File: config.mk
export PLATFORM = sky130hd
export DESIGN_NAME = pkt_router
export DESIGN_NICKNAME = d
export VERILOG_FILES = /design/src/rtl/pkt_router_pkg.sv /design/src/rtl/pr_id_table.sv /design/src/rtl/pr_in_ctrl.sv /design/src/rtl/pr_alloc.sv /design/src/rtl/pkt_router.sv
export SDC_FILE = /design/constraint.sdc
export NUM_CORES = 1
export LEC_CHECK = 0
export BUFFER_PORTS_ARGS = -buffer_cell sky130_fd_sc_hd__clkbuf_2
export CAP_MARGIN = 15
export CORE_UTILIZATION = 40
export CTS_CLUSTER_SIZE = 40
export DETAILED_ROUTE_END_ITERATION = 10
export PLACE_DENSITY_LB_ADDON = 0.1
export SKIP_LAST_GASP = 1
export SYNTH_ARGS = -nofsm -noshare
export SYNTH_HDL_FRONTEND = slang
export SYNTH_SLANG_ARGS = --single-unit
File: constraint.sdc
create_clock -name clk -period 12.1 [get_ports clk]
set_input_delay 1.21 -clock clk [delete_from_list [all_inputs] [get_ports clk]]
set_output_delay 1.21 -clock clk [all_outputs]
set_load 0.03 [all_outputs]
File: src/rtl/pkt_router_pkg.sv
// Package pkt_router_pkg
// Shared types for the packet router: the state of one input port.
// Assumes nothing beyond the IEEE 1800-2017 language.
package pkt_router_pkg;

    // Life cycle of one input: idle, waiting for outputs, moving words, discarding.
    typedef enum logic [1:0] {
        ST_IDLE = 2'd0,
        ST_WAIT = 2'd1,
        ST_XFER = 2'd2,
        ST_DROP = 2'd3
    } in_state_e;

    // Number of low header bits that carry the stream ID.
    localparam int SID_W = 5;

endpackage

File: src/rtl/pr_id_table.sv
// Module pr_id_table
// Routing table: one output mask per stream ID. Written one entry at a time.
// Every input has its own combinational read port.
// Assumes the write and the reads share one clock. A read sees the stored value,
// so a write shows up on the reads one cycle after it is made.
module pr_id_table #(
    parameter int N_OUT = 6,
    parameter int ID_W  = 5,
    parameter int N_RD  = 4
) (
    input  logic                           clk,
    input  logic                           rst_n,
    input  logic                           wr_en,
    input  logic [ID_W-1:0]                wr_id,
    input  logic [N_OUT-1:0]               wr_mask,
    input  logic [N_RD-1:0][ID_W-1:0]      rd_id,
    output logic [N_RD-1:0][N_OUT-1:0]     rd_mask
);
    localparam int DEPTH = 1 << ID_W;

    logic [DEPTH-1:0][N_OUT-1:0] entry;

    // Store one mask per write; reset empties the table.
    always_ff @(posedge clk) begin
        if (!rst_n)
            entry <= '0;
        else if (wr_en)
            entry[wr_id] <= wr_mask;
    end

    // One read port per input.
    for (genvar r = 0; r < N_RD; r++) begin : g_rd
        assign rd_mask[r] = entry[rd_id[r]];
    end
endmodule

File: src/rtl/pr_in_ctrl.sv
// Module pr_in_ctrl
// Handles one input port. It checks the header parity, captures the routing mask
// and asks the allocator for the outputs. It then moves words, tracking which
// destinations have already taken the current word so that each word is delivered
// exactly once per destination.
// Assumes the input follows AXI4-Stream rules: data stays stable while valid is
// high and not yet accepted.
module pr_in_ctrl
    import pkt_router_pkg::*;
#(
    parameter int N_OUT = 6,
    parameter int DW    = 32
) (
    input  logic             clk,
    input  logic             rst_n,
    input  logic [DW-1:0]    s_tdata,
    input  logic             s_tvalid,
    input  logic             s_tlast,
    output logic             s_tready,
    input  logic [N_OUT-1:0] lut_mask,
    input  logic             grant,
    input  logic [N_OUT-1:0] m_tready,
    output logic             wait_req,
    output logic [N_OUT-1:0] hold_mask,
    output logic [N_OUT-1:0] fwd_valid,
    output logic             par_err
);
    in_state_e        state;
    logic [N_OUT-1:0] done;
    logic             hdr_ok;
    logic             route_ok;
    logic             beat_go;

    assign hdr_ok   = ^s_tdata;
    assign route_ok = hdr_ok && (lut_mask != '0);
    assign beat_go  = s_tvalid && s_tready;
    assign wait_req = (state == ST_WAIT);
    assign par_err  = (state == ST_IDLE) && s_tvalid && !hdr_ok;

    // Ready and per-destination valid for the current word.
    always_comb begin
        s_tready  = 1'b0;
        fwd_valid = '0;
        case (state)
            ST_IDLE: s_tready = s_tvalid && !route_ok;
            ST_WAIT: s_tready = 1'b0;
            ST_XFER: begin
                fwd_valid = {N_OUT{s_tvalid}} & hold_mask & ~done;
                s_tready  = s_tvalid && (&(~hold_mask | done | m_tready));
            end
            default: s_tready = 1'b1;
        endcase
    end

    // Step through the packet life cycle and record partial deliveries.
    always_ff @(posedge clk) begin
        if (!rst_n) begin
            state     <= ST_IDLE;
            hold_mask <= '0;
            done      <= '0;
        end else begin
            case (state)
                ST_IDLE: if (s_tvalid) begin
                    if (route_ok) begin
                        hold_mask <= lut_mask;
                        state     <= ST_WAIT;
                    end else if (!s_tlast) begin
                        state <= ST_DROP;
                    end
                end
                ST_WAIT: if (grant) begin
                    done  <= '0;
                    state <= ST_XFER;
                end
                ST_XFER: begin
                    if (beat_go) begin
                        done <= '0;
                        if (s_tlast) state <= ST_IDLE;
                    end else begin
                        done <= done | (fwd_valid & m_tready);
                    end
                end
                default: if (s_tvalid && s_tlast) state <= ST_IDLE;
            endcase
        end
    end

    AST_MASK_HELD: assert property (@(posedge clk) disable iff (!rst_n)
        (state == ST_WAIT || (state == ST_XFER && !(beat_go && s_tlast))) |=> $stable(hold_mask))
        else $error("mask changed mid packet");
endmodule

File: src/rtl/pr_alloc.sv
// Module pr_alloc
// Keeps a lock for each output: a busy bit and the index of the input that owns it.
// Each cycle it grants waiting inputs in round-robin order. An input is granted only
// when every output in its mask is free, and all of those outputs are granted to it
// at once. A lock is released on the cycle the owner's TLAST word leaves that output.
// Assumes wait_req only rises with a non-zero mask.
module pr_alloc #(
    parameter int N_IN  = 4,
    parameter int N_OUT = 6
) (
    input  logic                              clk,
    input  logic                              rst_n,
    input  logic [N_IN-1:0]                   wait_req,
    input  logic [N_IN-1:0][N_OUT-1:0]        req_mask,
    input  logic [N_OUT-1:0]                  rel,
    output logic [N_IN-1:0]                   grant,
    output logic [N_OUT-1:0][((N_IN > 1) ? $clog2(N_IN) : 1)-1:0] owner,
    output logic [N_OUT-1:0]                  locked
);
    localparam int IW = (N_IN > 1) ? $clog2(N_IN) : 1;

    logic [IW-1:0]            ptr;
    logic [N_OUT-1:0]         busy;
    logic [N_OUT-1:0]         take;
    logic [N_OUT-1:0][IW-1:0] take_own;
    logic                     found;
    logic [IW-1:0]            first;

    // Round-robin sweep that grants whole masks without overlap.
    always_comb begin
        int idx;
        busy     = locked;
        grant    = '0;
        take     = '0;
        take_own = '0;
        found    = 1'b0;
        first    = '0;
        for (int k = 0; k < N_IN; k++) begin
            idx = int'(ptr) + k;
            if (idx >= N_IN) idx = idx - N_IN;
            if (wait_req[idx] && ((req_mask[idx] & busy) == '0)) begin
                grant[idx] = 1'b1;
                busy       = busy | req_mask[idx];
                for (int d = 0; d < N_OUT; d++) begin
                    if (req_mask[idx][d]) begin
                        take[d]     = 1'b1;
                        take_own[d] = IW'(idx);
                    end
                end
                if (!found) begin
                    found = 1'b1;
                    first = IW'(idx);
                end
            end
        end
    end

    // Update the locks, owners and round-robin pointer.
    always_ff @(posedge clk) begin
        if (!rst_n) begin
            locked <= '0;
            owner  <= '0;
            ptr    <= '0;
        end else begin
            locked <= take | (locked & ~rel);
            for (int d = 0; d < N_OUT; d++)
                if (take[d]) owner[d] <= take_own[d];
            if (found)
                ptr <= (first == IW'(N_IN - 1)) ? '0 : first + 1'b1;
        end
    end

    for (genvar d = 0; d < N_OUT; d++) begin : g_chk
        AST_OWNER_STABLE: assert property (@(posedge clk) disable iff (!rst_n)
            (locked[d] && !rel[d]) |=> (locked[d] && $stable(owner[d])))
            else $error("output %0d lost its owner mid packet", d);
    end
endmodule

File: src/rtl/pkt_router.sv
// Module pkt_router
// Top of the packet router. It holds the routing table, one controller per input,
// the output allocator, the output multiplexers and the sticky parity error flag.
// Assumes the inputs follow AXI4-Stream rules and the header sits in the first
// word of every packet.
module pkt_router
    import pkt_router_pkg::*;
#(
    parameter int N_IN  = 4,
    parameter int N_OUT = 6,
    parameter int DW    = 32
) (
    input  logic                  clk,
    input  logic                  rst_n,
    input  logic [N_IN*DW-1:0]    s_tdata,
    input  logic [N_IN-1:0]       s_tvalid,
    input  logic [N_IN-1:0]       s_tlast,
    output logic [N_IN-1:0]       s_tready,
    output logic [N_OUT*DW-1:0]   m_tdata,
    output logic [N_OUT-1:0]      m_tvalid,
    output logic [N_OUT-1:0]      m_tlast,
    input  logic [N_OUT-1:0]      m_tready,
    input  logic                  cfg_we,
    input  logic [SID_W-1:0]      cfg_id,
    input  logic [N_OUT-1:0]      cfg_mask,
    output logic                  hdr_err
);
    localparam int IW = (N_IN > 1) ? $clog2(N_IN) : 1;

    logic [N_IN-1:0][DW-1:0]     s_data_a;
    logic [N_IN-1:0][SID_W-1:0]  sid;
    logic [N_IN-1:0][N_OUT-1:0]  lut_mask;
    logic [N_IN-1:0][N_OUT-1:0]  hold_mask;
    logic [N_IN-1:0][N_OUT-1:0]  fwd_valid;
    logic [N_IN-1:0]             wait_req;
    logic [N_IN-1:0]             grant;
    logic [N_IN-1:0]             par_err;
    logic [N_OUT-1:0][IW-1:0]    owner;
    logic [N_OUT-1:0]            locked;
    logic [N_OUT-1:0]            rel;
    logic [N_OUT-1:0][DW-1:0]    m_data_a;

    assign s_data_a = s_tdata;
    assign m_tdata  = m_data_a;

    for (genvar i = 0; i < N_IN; i++) begin : g_in
        assign sid[i] = s_data_a[i][SID_W-1:0];

        pr_in_ctrl #(.N_OUT(N_OUT), .DW(DW)) u_in (
            .clk       (clk),
            .rst_n     (rst_n),
            .s_tdata   (s_data_a[i]),
            .s_tvalid  (s_tvalid[i]),
            .s_tlast   (s_tlast[i]),
            .s_tready  (s_tready[i]),
            .lut_mask  (lut_mask[i]),
            .grant     (grant[i]),
            .m_tready  (m_tready),
            .wait_req  (wait_req[i]),
            .hold_mask (hold_mask[i]),
            .fwd_valid (fwd_valid[i]),
            .par_err   (par_err[i])
        );
    end

    pr_id_table #(.N_OUT(N_OUT), .ID_W(SID_W), .N_RD(N_IN)) u_tbl (
        .clk     (clk),
        .rst_n   (rst_n),
        .wr_en   (cfg_we),
        .wr_id   (cfg_id),
        .wr_mask (cfg_mask),
        .rd_id   (sid),
        .rd_mask (lut_mask)
    );

    pr_alloc #(.N_IN(N_IN), .N_OUT(N_OUT)) u_alloc (
        .clk      (clk),
        .rst_n    (rst_n),
        .wait_req (wait_req),
        .req_mask (hold_mask),
        .rel      (rel),
        .grant    (grant),
        .owner    (owner),
        .locked   (locked)
    );

    for (genvar d = 0; d < N_OUT; d++) begin : g_out
        logic [N_IN-1:0] gcol;

        // Route the owning input's word to this output.
        assign m_data_a[d] = s_data_a[owner[d]];
        assign m_tlast[d]  = s_tlast[owner[d]];
        assign m_tvalid[d] = locked[d] && fwd_valid[owner[d]][d];
        assign rel[d]      = m_tvalid[d] && m_tready[d] && m_tlast[d];

        for (genvar i = 0; i < N_IN; i++) begin : g_col
            assign gcol[i] = grant[i] && hold_mask[i][d];
        end

        AST_MVALID_HOLD: assert property (@(posedge clk) disable iff (!rst_n)
            (m_tvalid[d] && !m_tready[d]) |=> (m_tvalid[d] && $stable(m_data_a[d])))
            else $error("output %0d dropped a pending word", d);
        AST_GRANT_EXCL: assert property (@(posedge clk) disable iff (!rst_n)
            $onehot0(gcol))
            else $error("output %0d granted twice", d);
    end

    // Latch any header parity failure until reset.
    always_ff @(posedge clk) begin
        if (!rst_n)
            hdr_err <= 1'b0;
        else if (|par_err)
            hdr_err <= 1'b1;
    end

    AST_ERR_STICKY: assert property (@(posedge clk) disable iff (!rst_n)
        hdr_err |=> hdr_err)
        else $error("error flag cleared");
endmodule

Word-level counts from Yosys, hierarchy flattened

Index checks and enable logic that the tools add are counted.

Register bits: 269
Bits in latches: 0
RAM bits: 0
Bits in read-only memories: 0
Logic and storage cells: 473
Memories kept: 0

Add/subtract/negate cells: 8
Multiply operators: 0
Div/mod/pow operators: 0
Magnitude comparators: 24
Equal/unequal tests: 29
Shifts and indexed selects: 0
Multiplexer cells: 210
Bitwise gates (word level): 45
Reduce and logical (&&, ||, !) cells: 104

Operators with widths:

| kind                                                         | number |
|---|---|
| binary-select mux 32 bit (select 2 bit)                      | 6 |
| two-way mux 32 bit                                           | 10 |
| two-way mux 6 bit                                            | 33 |
| bitwise mux 192 bit                                          | 1 |
| >= comparator 32 x 1 -> 1 bit (second input constant)        | 4 |
| less-than comparator 32 x 4 -> 1 bit (second input constant) | 4 |
| parity 32 bit                                                | 4 |
| two-way mux 2 bit                                            | 61 |
| binary-select mux 6 bit (select 2 bit)                       | 10 |
| binary-select mux 6 bit (select 5 bit)                       | 4 |
| AND 6 bit                                                    | 17 |
| >= comparator 32 x 4 -> 1 bit (second input constant)        | 3 |
| bitwise OR 6 bit                                             | 16 |
| subtractor 32 x 4 -> 32 bit (second input constant)          | 3 |
| logical AND 1 bit                                            | 55 |
| inverter 6 bit                                               | 9 |
| two-way mux 12 bit                                           | 4 |
| case mux 6 bit (2 select lines)                              | 4 |
| AND reduction 6 bit                                          | 8 |
| two-way mux 1 bit                                            | 47 |
| demux 6 bit (select 5 bit)                                   | 1 |
| less-than comparator 5 x 6 -> 1 bit (second input constant)  | 5 |
| zero test 6 bit                                              | 4 |
| != test 2 bit (second input constant)                        | 12 |
| 27 further kinds                                             | 95 |

Logic depth before layout (Yosys ltp)

Depth in word-level cells: 23
Depth in mapped cells: 20
Mapped depth without buffers: 12

Cells and area by module

Synthesis repeated with hierarchy kept, for this count alone.

Cell total of the unflattened synthesis: 2,339
Area, all modules: 25,984.9 sq um

By module, submodules not included:

| module      | instances | cells each | area each (sq um) | seq. area each (sq um) |
|---|---|---|---|---|
| pr_id_table | 1         | 1,226      | 13,822.0          | 3,843.7 |
| pkt_router  | 1         | 285        | 5,243.8           | 20.0 |
| pr_in_ctrl  | 4         | 131        | 1,002.2           | 280.3 |
| pr_alloc    | 1         | 304        | 2,910.3           | 400.4 |

Worst setup path after synthesis

OpenSTA, ideal clock, no wires.

Kind: input to output
Start point: input port s_tdata[96]
End point: output port s_tready[3]
Arrival time: 3.991 ns
Data required time: 10.890 ns
Setup slack: 6.899 ns
Stages on the path: 10
Path buffers: 3
Cells stage by stage: clkbuf_1 > buf_2 > mux4_2 > mux4_2 > mux2_2 > nor4_1 > a21o_1 > nand3b_1 > a21oi_1 > buf_4

Longest elaborated chain between the ends: 7
Elaborated cells between the ends (all ways): 8
Those cells by class: mux: 3; reduce/logical: 5

RTL lines:

| element                                 | RTL line          | text |
|---|---|---|
| start, declared                         | pkt_router.sv:15  | `input logic [N_IN*DW-1:0] s_tdata,` |
| binary-select mux 6 bit (select 5 bit)  | pr_id_table.sv:33 | `assign rd_mask[r] = entry[rd_id[r]];` |
| two-way mux 6 bit (not written as such) | pr_id_table.sv:33 |  |
| nonzero test 6 bit                      | pr_in_ctrl.sv:35  | `assign route_ok = hdr_ok && (lut_mask != '0);` |
| logical AND 1 bit *                     | pr_in_ctrl.sv:35  |  |
| zero test 1 bit *                       | pr_in_ctrl.sv:45  | `ST_IDLE: s_tready = s_tvalid && !route_ok;` |
| logical AND 1 bit *                     | pr_in_ctrl.sv:45  |  |
| case mux 1 bit (3 select lines) *       | pr_in_ctrl.sv:44  | `case (state)` |
| end, declared                           | pkt_router.sv:18  | `output logic [N_IN-1:0] s_tready,` |

Every way passes the cells marked *; elsewhere a longest branch is shown, timed or not. The select of a mux whose other input is x is not followed.

Final worst setup path

Start point: input port s_tdata[32]
End point: output port s_tready[1]

The elaborated chain is that of the path after synthesis.

==> impl.org <==
** Synth
- Among all flip-flop cells after synthesis, the most frequent one is sky130_fd_sc_hd__dfxtp_1.
- Of the total synthesized cell area, the portion taken by full adders, half adders and majority gates is 0.457%.
- Sequential cells were found to cover 21.8% of the synthesized design area.
- Synthesis instantiated 86 different standard cells from the library.
- Of all cell types, the one taking the most synthesized area is sky130_fd_sc_hd__mux4_2.
- The cell area that synthesis handed to floorplanning was 24600 µm².
- After Yosys synthesis, XOR and XNOR cells account for 4.51% of the synthesized area.
- Synthesis Warnings :: 0
- Yosys attributes the largest share of cell area to sky130_fd_sc_hd__mux4_2 (42%), sky130_fd_sc_hd__dfxtp_1 (22%), sky130_fd_sc_hd__mux2i_1 (5.6%).
- Counting instances in the post-synthesis netlist gives the leading cell types as sky130_fd_sc_hd__mux4_2 (458), sky130_fd_sc_hd__dfxtp_1 (269), sky130_fd_sc_hd__nor2_1 (192).
- After synthesis, the largest family of logic cells by area is multiplexers.
- Flop and latch count out of synthesis :: 269
- When the netlist entered floorplanning its net count stood at 2376.
- Counting flops with an async set or reset pin after synthesis yields a share of 0%.
- The cell count after synthesis came out at 2211.
- Fraction of the mapped netlist area in simple logic gates :: 11.9%
- Number of enable flip-flop cells after synthesis :: 0
- Yosys instantiated no cell more often than sky130_fd_sc_hd__mux4_2.
- The synthesized design devotes to its leading area cell type 41.9% of total area.
- After synthesis, the mean cell area works out to 11.1 µm².
- Compound-gate portion of the synthesized area :: 8.11%
- After synthesis, the share of cell area in mux cells is 48.8%.

** Status
- The flow ran to the end, and the final reports show no timing, DRC or antenna violations.

** STA
- Shortest period the worst path allows :: 6.36 ns
- Setup repair after global routing left no endpoint under its margin.
- Final worst-path cycle share :: 52.6%
- Summed over all failing endpoints, the final setup total negative slack is 0 ns.
- F_max :: 0.157 GHz
- Largest clock skew in the final design :: 0.0209 ns
- Max-slew violation total from the final report :: 0
- Headroom to the max-slew limit came out at 19.4%.
- Final Hold Vio Count :: 0
- Hold slack :: 0.485 ns
- At the pin with the least slew margin, the transition time is 1.20 ns.
- Setup violations remaining at the end of the flow were counted as 0.

** Setup path
- STA puts the critical path data arrival time at 5.15 ns.
- STA puts the critical path data required time at 10.89 ns.
- STA classifies the critical path endpoint as an output port.
- The critical path is of the primary input to output port type.
- Highest net fanout along the worst path :: 55
- Startpoint of the most critical setup path :: s_tdata[32]
- Type of element launching the critical path :: primary input
- R2r startpoint :: u_alloc.ptr[0]$_SDFFE_PN0P_

** Cells and area
- The final layout contains 2573 nets.
- Share of layout cells above drive strength 1 :: 41.1%
- Relative to the synthesized area, the layout overhead comes to 13.4%.
- Post-route core utilization :: 46.1%

** CTS
- Clock latency on the worst-skew pair :: 0.56 ns
- Clock Sink Count :: 269
- Clock-pin slew was measured on the worst setup and hold paths at 0.06 ns.
- Gates resized during post-CTS repair numbered 0.
- CTS Buf Count :: 34
- Post-CTS timing repair inserted 0 buffers for setup.
- CTS built an H-tree with a depth of 2.
- The clock passes through at most 3 buffers.
- Root buffer cell :: sky130_fd_sc_hd__clkbuf_16
- TritonCTS built the clock tree.
- Hold_buf cts :: 0

** Drt
- Remaining DRCs :: 0
- The first TritonRoute pass finished after 5 iterations.
- In this run, the number of DRC markers left after iteration 0 of detailed routing was 2691.
- Dividing the detail-routed wire length by the instance count gives 31.8 µm.
- Wires add up to 102000 µm.
- Once detail routing completed, the nets flagged for antenna violations numbered 0.
- Via count :: 22000
- Avg Vias per Cell :: 6.86

** Power and ir drop
- Cell internal power was estimated by the tool at 2130 µW.
- Leakage :: 0.00918 µW
- IR analysis of the VDD net gives a maximum drop of 106 µV.
- Combinational cells account for 44.6% of the total power.
- Relative contribution of sequential cells to total power :: 26.5%
- Reported net switching power :: 1520 µW
- Portion of total power attributed to the clock network :: 28.9%
- Switching portion of total power :: 41.7%
- Power Density :: 131 nW/µm²

** Floorplan
- The die is 250 µm wide.
- The die covers 62600 µm².
- Area of the placeable core :: 60600 µm²
- 365 I/O pins were placed.
- Standard-cell rows :: 90
- Starting density of the core :: 40.7%
- The die is 250 µm tall.

** Global routing
- Maximum number of pins on one net before global-route repair :: 97
- GRT overflow :: 0
- Overall fraction of global-route tracks in use :: 32.1%
- Number of global-route vias before repair :: 21400
- The initial antenna violation count was 3.
- First-pass GRT wire length :: 149000 µm

** Worst hold path
- Min-delay worst type :: flop to flop
- The worst hold path begins at g_in[0].u_in.done[5]$_SDFFE_PN0P_.

** Place
- Placed wire-length estimate :: 72500 µm
- Routability-driven placement finished with a final weighted congestion of 0.937.
- Buffers on Ports :: 364

** Job
- Number of maximum-capacitance violations :: 0
==> layout by cell type, fill, tap and decap left out, types with 16 or more instances in the layout <==
cell type	instances
sky130_fd_sc_hd__a21oi_1	128
sky130_fd_sc_hd__xnor2_1	112
sky130_fd_sc_hd__clkbuf_16	35
sky130_fd_sc_hd__o21ai_0	16
sky130_fd_sc_hd__nor2_1	190
sky130_fd_sc_hd__a31oi_1	39
sky130_fd_sc_hd__nor2b_1	31
sky130_fd_sc_hd__mux4_2	458
sky130_fd_sc_hd__a22oi_1	18
sky130_fd_sc_hd__buf_4	47
sky130_fd_sc_hd__clkbuf_2	360
sky130_fd_sc_hd__nand2_1	176
sky130_fd_sc_hd__mux2_2	25
sky130_fd_sc_hd__dfxtp_1	256
sky130_fd_sc_hd__nand3_1	116
sky130_fd_sc_hd__mux2i_1	138
==> routing by layer <==
| metal | GRT usage [%] | routed length (µm) | vias to the layer above |
|---|---|---|---|
| met5 | 0 | 9 | - |
| met4 | 14.5 | 5000 | 2 |
| met3 | 6.28 | 9090 | 276 |
| met2 | 53.4 | 49500 | 1376 |
| met1 | 40.4 | 38700 | 11300 |
| li1 | - | - | 9121 |
==> area by class of cell <==
class / count / area [µm²]
clock inverter: 13 / 160
tap: 782 / 978
clock buffer: 45 / 973
sequential: 269 / 5400
inverter: 19 / 76.3
antenna: 2 / 5.00
fill: 5681 / 32600
multi-input combinational: 1677 / 18200
timing repair buffer: 407 / 2150
==> power by group through the flow <==
| stage | sequential [µW] | clock [µW] | combinational (µW) |
|---|---|---|---|
| final | 967 | 1060 | 1630 |
| after global routing | 972 | 1100 | 1710 |
| after floorplan | 961 | 0 | 1170 |
| after global placement | 984 | 0 | 1600 |
| after detailed placement | 986 | 0 | 1620 |
| after CTS | 966 | 1070 | 1620 |
==> through the flow <==
step                worst slack (ns)  total power [µW]  instance area, µm²  std cells
finish                          5.74              3650               28000       3214
global route                    5.57              3780               28000       3213
CTS                             5.80              3660               27900       3212
detailed placement              5.80              2600               26800       3154
global placement                5.84              2590               26800       3154
floorplan                       6.90              2140               24600       2211
==> registers in the layout, indices dropped and copies added, names as in the netlist <==
register / cells
u_tbl.entry: 192
g_in.u_in.done: 24
g_in.u_in.hold_mask: 24
u_alloc.owner: 12
g_in.u_in.state: 8
u_alloc.locked: 6
u_alloc.ptr: 2
hdr_err: 1
==> final timing paths <==
kind / to / slack [ns] / cells after the start
hold reg to reg: g_in[0].u_in.done[5]$_SDFFE_PN0P_ / 0.48 / 2
hold / removal: g_in[0].u_in.done[5]$_SDFFE_PN0P_ / 0.48 / 2
setup reg to reg: g_in[3].u_in.state[1]$_SDFFE_PN0P_ / 6.08 / 14
setup / recovery: s_tready[1] / 5.74 / 9
==> cell families (layout without fill, tap and decap cells) <==
group           Yosys count  after routing
compound gates          299            299
buf+inv                 265            484
mux                     625            625
flops                   269            269
xor+xnor                127            127
fa+ha+maj                 9              9
simple gates            617            617
other cells               0              2
==> critical path, cell delays in order <==
cell and delay, ns:
sky130_fd_sc_hd__buf_4 0.73, sky130_fd_sc_hd__mux4_2 0.60, sky130_fd_sc_hd__mux4_2 0.51, sky130_fd_sc_hd__mux2i_1 0.38, sky130_fd_sc_hd__nand4_1 0.14, sky130_fd_sc_hd__o21ai_0 0.60, sky130_fd_sc_hd__nand3b_1 0.14, sky130_fd_sc_hd__a21oi_1 0.45
sky130_fd_sc_hd__clkbuf_2 0.31
Power figures use the tool's default switching activity.
